===== src/rtl/lpm_pkg.sv =====
package lpm_pkg;

  typedef enum logic [2:0] {
    ST_L0   = 3'd0,
    ST_L0S  = 3'd1,
    ST_L1   = 3'd2,
    ST_L23R = 3'd3,
    ST_L2   = 3'd4,
    ST_L3   = 3'd5,
    ST_WAKE = 3'd6
  } link_st_e;

  localparam logic [1:0] DEV_D0 = 2'd0;
  localparam logic [1:0] DEV_D3 = 2'd3;

  // A cycle counts as idle when nothing is in flight and nothing waits.
  function automatic logic link_idle(input logic tx_idle, input logic pkt_pend);
    return tx_idle & ~pkt_pend;
  endfunction

  // Packets are allowed in the fully active state only.
  function automatic logic st_may_send(input link_st_e s);
    return s == ST_L0;
  endfunction

  // Clocks and main power are withdrawn only in the two deep states.
  function automatic logic st_unpowered(input link_st_e s);
    return (s == ST_L2) || (s == ST_L3);
  endfunction

  // Bits needed to hold (largest exit count - 1).
  function automatic int exit_cnt_width(input int a, input int b, input int c);
    int m;
    m = a;
    if (b > m) m = b;
    if (c > m) m = c;
    return (m < 2) ? 1 : $clog2(m);
  endfunction

endpackage


===== src/rtl/lpm_idle_timer.sv =====
module lpm_idle_timer #(
  parameter int IDLE_W = 8
) (
  input  logic              clk,
  input  logic              rst_n,
  input  logic              count_en,
  input  logic              idle,
  input  logic [IDLE_W-1:0] limit,
  output logic              expire
);
  localparam logic [IDLE_W-1:0] ONE = IDLE_W'(1);

  logic [IDLE_W-1:0] run_q;
  logic              armed;

  assign armed  = limit != '0;
  assign expire = count_en & idle & armed & (run_q == (limit - ONE));

  always_ff @(posedge clk or negedge rst_n) begin
    if (!rst_n)                 run_q <= '0;
    else if (!count_en || !idle) run_q <= '0;
    else if (run_q != '1)       run_q <= run_q + ONE;
  end

  // above a limit of one, expiry needs an idle cycle just before it
  assert_idle_run_R3: assert property (@(posedge clk) disable iff (!rst_n)
    (expire && limit > ONE) |-> $past(idle && count_en));

endmodule


===== src/rtl/lpm_exit_timer.sv =====
module lpm_exit_timer #(
  parameter int CNT_W = 4
) (
  input  logic             clk,
  input  logic             rst_n,
  input  logic             load,
  input  logic [CNT_W-1:0] load_val,
  input  logic             run,
  output logic             done
);
  localparam logic [CNT_W-1:0] ONE = CNT_W'(1);

  logic [CNT_W-1:0] cnt_q;

  assign done = cnt_q == '0;

  always_ff @(posedge clk or negedge rst_n) begin
    if (!rst_n)                   cnt_q <= '0;
    else if (load)                cnt_q <= load_val;
    else if (run && cnt_q != '0)  cnt_q <= cnt_q - ONE;
  end

endmodule


===== src/rtl/lpm_fsm.sv =====
module lpm_fsm
  import lpm_pkg::*;
#(
  parameter int L0S_EXIT  = 4,
  parameter int L1_EXIT   = 24,
  parameter int DEEP_EXIT = 64,
  parameter int CNT_W     = 6
) (
  input  logic             clk,
  input  logic             rst_n,
  input  logic [1:0]       dev_pwr,
  input  logic             idle,
  input  logic             sleep_req,
  input  logic             aux_ok,
  input  logic             wake_in,
  input  logic             idle_expire,
  input  logic             exit_done,
  output link_st_e         state_q,
  output logic             exit_load,
  output logic [CNT_W-1:0] exit_val,
  output logic             exit_run
);
  // Exit timer preset: the exit state lasts exactly cyc cycles.
  function automatic logic [CNT_W-1:0] exit_preset(input int cyc);
    return CNT_W'(cyc - 1);
  endfunction

  localparam logic [CNT_W-1:0] P_L0S  = exit_preset(L0S_EXIT);
  localparam logic [CNT_W-1:0] P_L1   = exit_preset(L1_EXIT);
  localparam logic [CNT_W-1:0] P_DEEP = exit_preset(DEEP_EXIT);

  link_st_e nxt;
  logic     sleep_ok;
  logic     dev_on;

  assign sleep_ok = sleep_req && (dev_pwr == DEV_D3);
  assign dev_on   = dev_pwr == DEV_D0;
  assign exit_run = state_q == ST_WAKE;

  always_comb begin
    nxt       = state_q;
    exit_load = 1'b0;
    exit_val  = '0;
    unique case (state_q)
      ST_L0: begin
        if (sleep_ok)              nxt = ST_L23R;
        else if (!dev_on && idle)  nxt = ST_L1;
        else if (idle_expire)      nxt = ST_L0S;
      end
      ST_L0S: begin
        if (!idle || sleep_req || !dev_on) begin
          nxt       = ST_WAKE;
          exit_load = 1'b1;
          exit_val  = P_L0S;
        end
      end
      ST_L1: begin
        if (!idle || dev_on || sleep_ok) begin
          nxt       = ST_WAKE;
          exit_load = 1'b1;
          exit_val  = P_L1;
        end
      end
      ST_L23R: nxt = aux_ok ? ST_L2 : ST_L3;
      ST_L2: begin
        if (wake_in) begin
          nxt       = ST_WAKE;
          exit_load = 1'b1;
          exit_val  = P_DEEP;
        end
      end
      ST_L3:   nxt = ST_L3;
      ST_WAKE: if (exit_done) nxt = ST_L0;
      default: nxt = ST_L0;
    endcase
  end

  always_ff @(posedge clk or negedge rst_n) begin
    if (!rst_n) state_q <= ST_L0;
    else        state_q <= nxt;
  end

  // deep standby is entered from active only with the device not fully on
  assert_l1_dev_R5: assert property (@(posedge clk) disable iff (!rst_n)
    (state_q == ST_L1 && $past(state_q) == ST_L0) |-> $past(dev_pwr) != DEV_D0);

  // staging is entered only on a sleep request with the device in its lowest state
  assert_stage_d3_R7: assert property (@(posedge clk) disable iff (!rst_n)
    (state_q == ST_L23R && $past(state_q) != ST_L23R)
      |-> ($past(dev_pwr) == DEV_D3 && $past(sleep_req)));

  // the deep states are reached only through staging
  assert_deep_via_stage_R8: assert property (@(posedge clk) disable iff (!rst_n)
    ((state_q == ST_L2 || state_q == ST_L3) && $past(state_q) != state_q)
      |-> $past(state_q) == ST_L23R);

  // the zero-power state is left only by reset
  assert_l3_hold_R10: assert property (@(posedge clk) disable iff (!rst_n)
    (state_q == ST_L3) |=> (state_q == ST_L3));

  // the exit state is held until its latency count has run out
  assert_wake_hold_R4: assert property (@(posedge clk) disable iff (!rst_n)
    (state_q == ST_WAKE && !exit_done) |=> (state_q == ST_WAKE));

endmodule


===== src/rtl/lpm_link_ctrl.sv =====
module lpm_link_ctrl
  import lpm_pkg::*;
#(
  parameter int IDLE_W    = 8,
  parameter int L0S_EXIT  = 4,
  parameter int L1_EXIT   = 24,
  parameter int DEEP_EXIT = 64
) (
  input  logic              clk,
  input  logic              rst_n,
  input  logic [1:0]        dev_pwr,
  input  logic              tx_idle,
  input  logic              pkt_pend,
  input  logic              sleep_req,
  input  logic              aux_ok,
  input  logic              wake_in,
  input  logic [IDLE_W-1:0] idle_limit,
  output logic [2:0]        link_state,
  output logic              tx_en,
  output logic              clk_gate,
  output logic              pwr_off_req
);
  localparam int CNT_W = exit_cnt_width(L0S_EXIT, L1_EXIT, DEEP_EXIT);

  link_st_e         state_q;
  logic             idle_now;
  logic             idle_expire;
  logic             exit_load;
  logic [CNT_W-1:0] exit_val;
  logic             exit_run;
  logic             exit_done;
  logic             in_active;

  assign idle_now  = link_idle(tx_idle, pkt_pend);
  assign in_active = state_q == ST_L0;

  lpm_idle_timer #(.IDLE_W(IDLE_W)) u_idle (
    .clk      (clk),
    .rst_n    (rst_n),
    .count_en (in_active),
    .idle     (idle_now),
    .limit    (idle_limit),
    .expire   (idle_expire)
  );

  lpm_exit_timer #(.CNT_W(CNT_W)) u_exit (
    .clk      (clk),
    .rst_n    (rst_n),
    .load     (exit_load),
    .load_val (exit_val),
    .run      (exit_run),
    .done     (exit_done)
  );

  lpm_fsm #(
    .L0S_EXIT  (L0S_EXIT),
    .L1_EXIT   (L1_EXIT),
    .DEEP_EXIT (DEEP_EXIT),
    .CNT_W     (CNT_W)
  ) u_fsm (
    .clk         (clk),
    .rst_n       (rst_n),
    .dev_pwr     (dev_pwr),
    .idle        (idle_now),
    .sleep_req   (sleep_req),
    .aux_ok      (aux_ok),
    .wake_in     (wake_in),
    .idle_expire (idle_expire),
    .exit_done   (exit_done),
    .state_q     (state_q),
    .exit_load   (exit_load),
    .exit_val    (exit_val),
    .exit_run    (exit_run)
  );

  assign link_state  = state_q;
  assign tx_en       = st_may_send(state_q);
  assign clk_gate    = st_unpowered(state_q);
  assign pwr_off_req = st_unpowered(state_q);

  // transmit enable comes back only at the end of an exit window
  assert_tx_after_exit_R2: assert property (@(posedge clk) disable iff (!rst_n)
    $rose(tx_en) |-> $past(state_q) == ST_WAKE);

  // power is released only after clocks are gated in the same state
  assert_pwr_gated_R9: assert property (@(posedge clk) disable iff (!rst_n)
    pwr_off_req |-> (clk_gate && !tx_en));

endmodule


===== config.mk =====
export PLATFORM = sky130hd
export DESIGN_NAME = lpm_link_ctrl
export DESIGN_NICKNAME = d
export VERILOG_FILES = /design/src/rtl/lpm_pkg.sv /design/src/rtl/lpm_idle_timer.sv /design/src/rtl/lpm_exit_timer.sv /design/src/rtl/lpm_fsm.sv /design/src/rtl/lpm_link_ctrl.sv
export SDC_FILE = /design/constraint.sdc
export NUM_CORES = 1
export LEC_CHECK = 0
export ABC_CLOCK_PERIOD_IN_PS = 4100
export CAP_MARGIN = 40
export CORE_ASPECT_RATIO = 1.5
export CORE_UTILIZATION = 40
export CTS_BUF_LIST = sky130_fd_sc_hd__clkbuf_16
export CTS_CLUSTER_DIAMETER = 80
export DETAILED_ROUTE_END_ITERATION = 16
export DONT_BUFFER_PORTS = 1
export PLACE_DENSITY = 0.53
export SLEW_MARGIN = 30
export SYNTH_ARGS = -nofsm -noshare
export SYNTH_HDL_FRONTEND = slang
export SYNTH_SLANG_ARGS = --single-unit

===== constraint.sdc =====
create_clock -name clk -period 4.1 [get_ports clk]
set_input_delay 0.82 -clock clk [delete_from_list [all_inputs] [get_ports clk]]
set_output_delay 0.82 -clock clk [all_outputs]
set_load 0.005 [all_outputs]

Yosys cells after proc, flatten, opt, wreduce, memory -nomap -nowiden
Index checks and enable logic that the tools add are counted.
- output and inout bits: 6
- logic and storage cells: 66
- flip-flop bits (word level): 17
- input bits: 17
- eq/ne operators: 14
- bitwise operators: 5
- muxes and demuxes: 21
- $add $sub $neg: 3
- reductions and logical operators: 20
- operators with widths (cell ; count):
    3-bit 2-to-1 mux ; 7
    3-bit one-hot mux with 7 select lines ; 1
    6-bit 2-to-1 mux ; 3
    6-bit one-hot mux with 3 select lines ; 1
    8-bit 2-to-1 mux ; 2
    3-bit == test (second input constant) ; 3
    8-bit by 1-bit adder with 8-bit output (second input constant) ; 1
    8-bit == test ; 1
    8-bit != test (second input constant) ; 1
    8-bit nonzero test ; 1
    8-bit by 1-bit subtractor with 8-bit output (second input constant) ; 1
    3-bit by 2-bit == test with 1-bit output (second input constant) ; 2
    6-bit logical NOT ; 1
    1-bit logical OR ; 6
    6-bit nonzero test ; 1
    6-bit by 1-bit subtractor with 6-bit output (second input constant) ; 1
    5-bit 2-to-1 mux ; 1
    5-bit AND reduction ; 1
    1-bit bitwise AND ; 4
    1-bit 2-to-1 mux ; 4
    2-bit by 1-bit != test with 1-bit output (second input constant) ; 2
    2-bit != test (second input constant) ; 2
    4-bit by 2-bit != test with 1-bit output (second input constant) ; 1
    2-bit nonzero test ; 2
    9 further kinds ; 13

Longest topological paths before layout
- depth in word-level cells: 9
- gate-level depth with buffers: 7
- gate-level depth less buffers: 7

Hierarchy
A second synthesis with hierarchy kept.
- cell total of the unflattened synthesis: 165
- area, all modules: 1428.9 µm²
- by module, submodules not included (module ; area each (µm²) ; seq. area each (µm²) ; instances ; cells each):
    lpm_idle_timer ; 653.1 ; 200.2 ; 1 ; 74
    lpm_exit_timer ; 395.4 ; 150.1 ; 1 ; 44
    lpm_fsm ; 350.3 ; 75.1 ; 1 ; 43
    lpm_link_ctrl ; 30.0 ; 0.0 ; 1 ; 4

Worst setup path before layout
OpenSTA, ideal clock, no wires.
- path type: input port to flip-flop
- start: input dev_pwr[1]
- end: register u_exit.cnt_q[3]
- data required time: 3.979 ns
- path buffers: 0
- arrival: 1.864 ns
- stages on the path: 5
- setup time: 0.121 ns
- path slack: 2.114 ns
- cell sequence: or2_1 > a311oi_2 > or3_4 > a31oi_1 > o22a_1
- word-level cells in the longest chain between the ends: 6
- elaborated cells between the ends (all ways): 12
- those cells by class: eq/ne (1); mux (4); reduce/logical (7)
- RTL lines (item ; RTL line ; source):
    from (decl) ; lpm_link_ctrl.sv:11 ; input logic [1:0] dev_pwr,
    2-bit == test / 2-bit logical NOT (equally long branches) ; lpm_fsm.sv:36, lpm_fsm.sv:37 ;
    1-bit logical AND (tied with other cells) ; lpm_fsm.sv:36 ; assign sleep_ok = sleep_req && (dev_pwr == DEV_D3);
    1-bit logical OR, on equally long branches ; lpm_fsm.sv:58, lpm_fsm.sv:51 ;
    1-bit 2-to-1 mux, on equally long branches ; lpm_fsm.sv:58, lpm_fsm.sv:51 ;
    1-bit one-hot mux with 3 select lines * ; lpm_fsm.sv:44 ; unique case (state_q)
    6-bit 2-to-1 mux / 2-bit nonzero test (equally long branches) ; -- ;
    to (signal assigned) ; lpm_exit_timer.sv:19 ; else if (load) cnt_q <= load_val;
    to (signal assigned) ; lpm_exit_timer.sv:20 ; else if (run && cnt_q != '0) cnt_q <= cnt_q - ONE;
    to (decl) ; lpm_exit_timer.sv:13 ; logic [CNT_W-1:0] cnt_q;
Every way passes the cells marked *; elsewhere a longest branch is shown, timed or not.
A chain may end at the register's enable or synchronous reset.

Worst setup path in the final report
- start: register u_fsm.state_q[2]
- end: output clk_gate
- word-level cells in the longest chain between the ends: 2
- elaborated cells between the ends (all ways): 3
- those cells by class: eq/ne (2); reduce/logical (1)
- RTL lines (item ; RTL line ; source):
    from (decl) ; lpm_fsm.sv:18 ; output link_st_e state_q,
    from (signal assigned) ; lpm_fsm.sv:80 ; else state_q <= nxt;
    3-bit == test ; lpm_pkg.sv:28 ; return (s == ST_L2) || (s == ST_L3);
    1-bit logical OR * ; lpm_pkg.sv:28 ;
    to (decl) ; lpm_link_ctrl.sv:20 ; output logic clk_gate,
Marked as above.

==> results.toml <==
[clocking]
tritoncts = "built"
hold_buffers = 0
cts_made_buffers = 3
post_cts_resized = 0
cts.sinks = 17
clock_latency_ps = 240
clockRootBuffer = "clkbuf_16"
post-cts-setup-buffers = 0
cts.reportedPaths.clkPinSlew_ps = 50
cts_buffer_depth = 2
htree_levels = 1

[routing]
vias_per_cell = 5.935
drtPass1Iterations = 4
ant_nets = 0
wl_per_cell_microns = 15.97
drt_iter0_markers = 30
routed_wl_mm = 3.434
drc_errors = 0
vias = 1276

[layout]
regArea_sq_um = 425.4
nFillCells = 346
drive_gt1_share_pct = 9.249
diodes = 0
finalNetCount = 195
fin_area_sq_um = 1573
stdcell_count = 215
area_growth_pct = 6.345
multi_input_area_sq_um = 980.9

[floorplanning]
initial_utilization_pct = 42.49
die_w_microns = 51.65
coreArea_sq_um = 3481
die_y_microns = 76.47
std_cell_rows = 26
ioPinCount = 23
die-area_sq_um = 3949

[global_routing]
grt_usage_pct = 18.91
grt.overflow.total = 0
top_usage_layer = "met2"
grt_pass1_vias = 1254
grt_pass1_wl_mm = 5.768
grt_max_degree = 18
globalRouteMet2Util_pct = 32.86
antenna_found_initial = 0
met3_usage_pct = 2.395
grt_use_met1_pct = 22.47

[placed_design]
port_buffers = 0
hpwl_mm = 2.666
place_congestion = 0.8057
dp.cells = 211
dpl_cell_area_sq_um = 1493

[synthesis]
synth_edf_count = 0
synth_area_leaders = "dfrtp_1 29%, a21oi_1 4.4%, nor2_1 4.3%"
synth_top_area_cell = "dfrtp_1"
synth-seq-area-share_pct = 28.76
syn_area_sq_um = 1479
synth_nets = 196
ys.flop_type = "dfrtp_1"
synth_area_per_cell_sq_um = 8.451
syn_inst = 175
synth.top_cell.area_share_pct = 28.76
synth_cell_types = 54
ys_seq_elements = 17
ys_warn_count = 0
ys_async_sr_fraction_pct = 100.0

[sta]
tightest_slew_ps = 573.2
whs_ps = 266.7
finalCritPeriodShare_pct = 50.02
setup_viol = 0
fmax_ghz = 0.4876
rsz0062_at_grt = "no"
finClkSkew_ps = 0.8465
final.setup.tns_ps = 0
slew-limit-headroom_pct = 61.72
hold_violations = 0
period_needed_ps = 2051
drv_slew = 0

[worst_setup_path]
critPathLaunch = "u_fsm.state_q[2]"
reg2reg_from = "u_fsm.state_q[2]"
slowest_delay_ps = 680
r2r_slack_ps = 2110
crit_end = "clk_gate"
cp-start-kind = "flip-flop"
worstPathCellList = "nor2b_1"
critPathCaptureType = "output pin"
cp_top_family = "flip-flops"
worst-path-buf-inv = 0
cp_max_fo = 14
cpMaxStageDelayCell = "dfrtp_1"
crit_cells = 1
ff2ff_path_depth = 5
rr_endpoint = "u_exit.cnt_q[3]"
worstPathArrival_ps = 1230
critical_path_required_ps = 3280
crit_type = "flip-flop to output pin"

[run]
drv_cap = 0

[run_status]
status = "finished clean"

[power]
power.leakage_nw = 0.6082
vdd.ir_drop.worst_uv = 308.0
p_total_mw = 0.8382
pwr_density_cell_nw_per_um2 = 532.9

[min_path]
hold_class = "primary input to async pin"
[power by group]
group | leakage [nW] | internal, mW | switching [mW] | total, mW
Combinational | 0.353 | 0.156 | 0.194 | 0.350
Sequential | 0.214 | 0.210 | 0.0868 | 0.297
Clock | 0.0409 | 0.130 | 0.0613 | 0.192
Total | 0.608 | 0.496 | 0.342 | 0.838
[area by class of cell]
type                    instances  area share [%]
clock buffers                   3           4.773
clock inverters                 1          0.3182
inverters                       9           2.148
multi-input cells             143           62.37
flip-flops and latches         17           27.05
well taps                      42           3.341
[flip-flops by register name, indices dropped and copies added, names as in the netlist]
signal and cells:
u_exit.cnt_q 6, u_fsm.state_q 3, u_idle.run_q 8
[Yosys cell counts (3+ instances only)]
master / count
a21oi_1: 13
a31oi_1: 6
and2_1: 3
dfrtp_1: 17
ha_1: 4
inv_1: 9
nand2_1: 7
nand2b_1: 6
nand3_1: 3
nand4_1: 3
nor2_1: 17
nor2b_1: 5
nor3_1: 9
nor3b_1: 3
nor4_1: 3
o21ai_0: 8
or2_1: 3
xnor2_1: 7
xor2_1: 4
[metal layers]
layer | share of wire, % | routed length [microns]
met5 | 0 | 0
met4 | 2.2 | 75
met3 | 3.3 | 114
met2 | 54 | 1849
met1 | 41 | 1395
[worst min path at each step]
stage                 endpoint  slack, ps
3_3_place_gp   u_exit.cnt_q[0]        520
6_report       u_idle.run_q[2]        270
5_1_grt        u_idle.run_q[3]        260
2_1_floorplan  u_exit.cnt_q[0]        510
4_1_cts        u_idle.run_q[2]        260
3_5_place_dp   u_exit.cnt_q[1]        520
[placed cells by master, fill, tap and decap left out, drive strengths merged, types with 2 or more instances in the layout]
| cell type | instances |
|---|---|
| clkbuf | 3 |
| and3 | 2 |
| or2 | 4 |
| nor2 | 18 |
| a21boi | 3 |
| and3b | 2 |
| inv | 9 |
| nand2b | 6 |
| a31oi | 6 |
| nor4b | 2 |
| a211oi | 3 |
| dfrtp | 17 |
| nor4 | 4 |
| xnor2 | 7 |
| nand4 | 3 |
| or3 | 2 |
| nor2b | 5 |
| nor3b | 3 |
| nand2 | 8 |
| nand3 | 3 |
| nor3 | 10 |
| xor2 | 4 |
| ha | 4 |
| mux2i | 2 |
| a21oi | 13 |
| o22ai | 2 |
| and2 | 3 |
| a311oi | 2 |
| o21ai | 10 |
[through the flow]
step           utilization (%)  setup slack [ps]
2_1_floorplan                -              2114
3_3_place_gp             42.88              2045
3_5_place_dp             42.88              1982
4_1_cts                  45.18              2026
5_1_grt                  45.18              1958
6_report                 45.18              2049
[cells by family (layout without fill, tap and decap cells)]
kind of cell,count (synthesis),after routing,synth area share [%]
AOI/OAI and AO/OA,48,48,21.66
DFF,17,17,28.76
adders and majority gates,4,4,3.384
and+or+nand+nor,78,78,33.42
buffers and inverters,15,13,4.906
muxes,2,2,1.354
xor gates and xnor gates,11,11,6.514
Power figures use the tool's default switching activity.
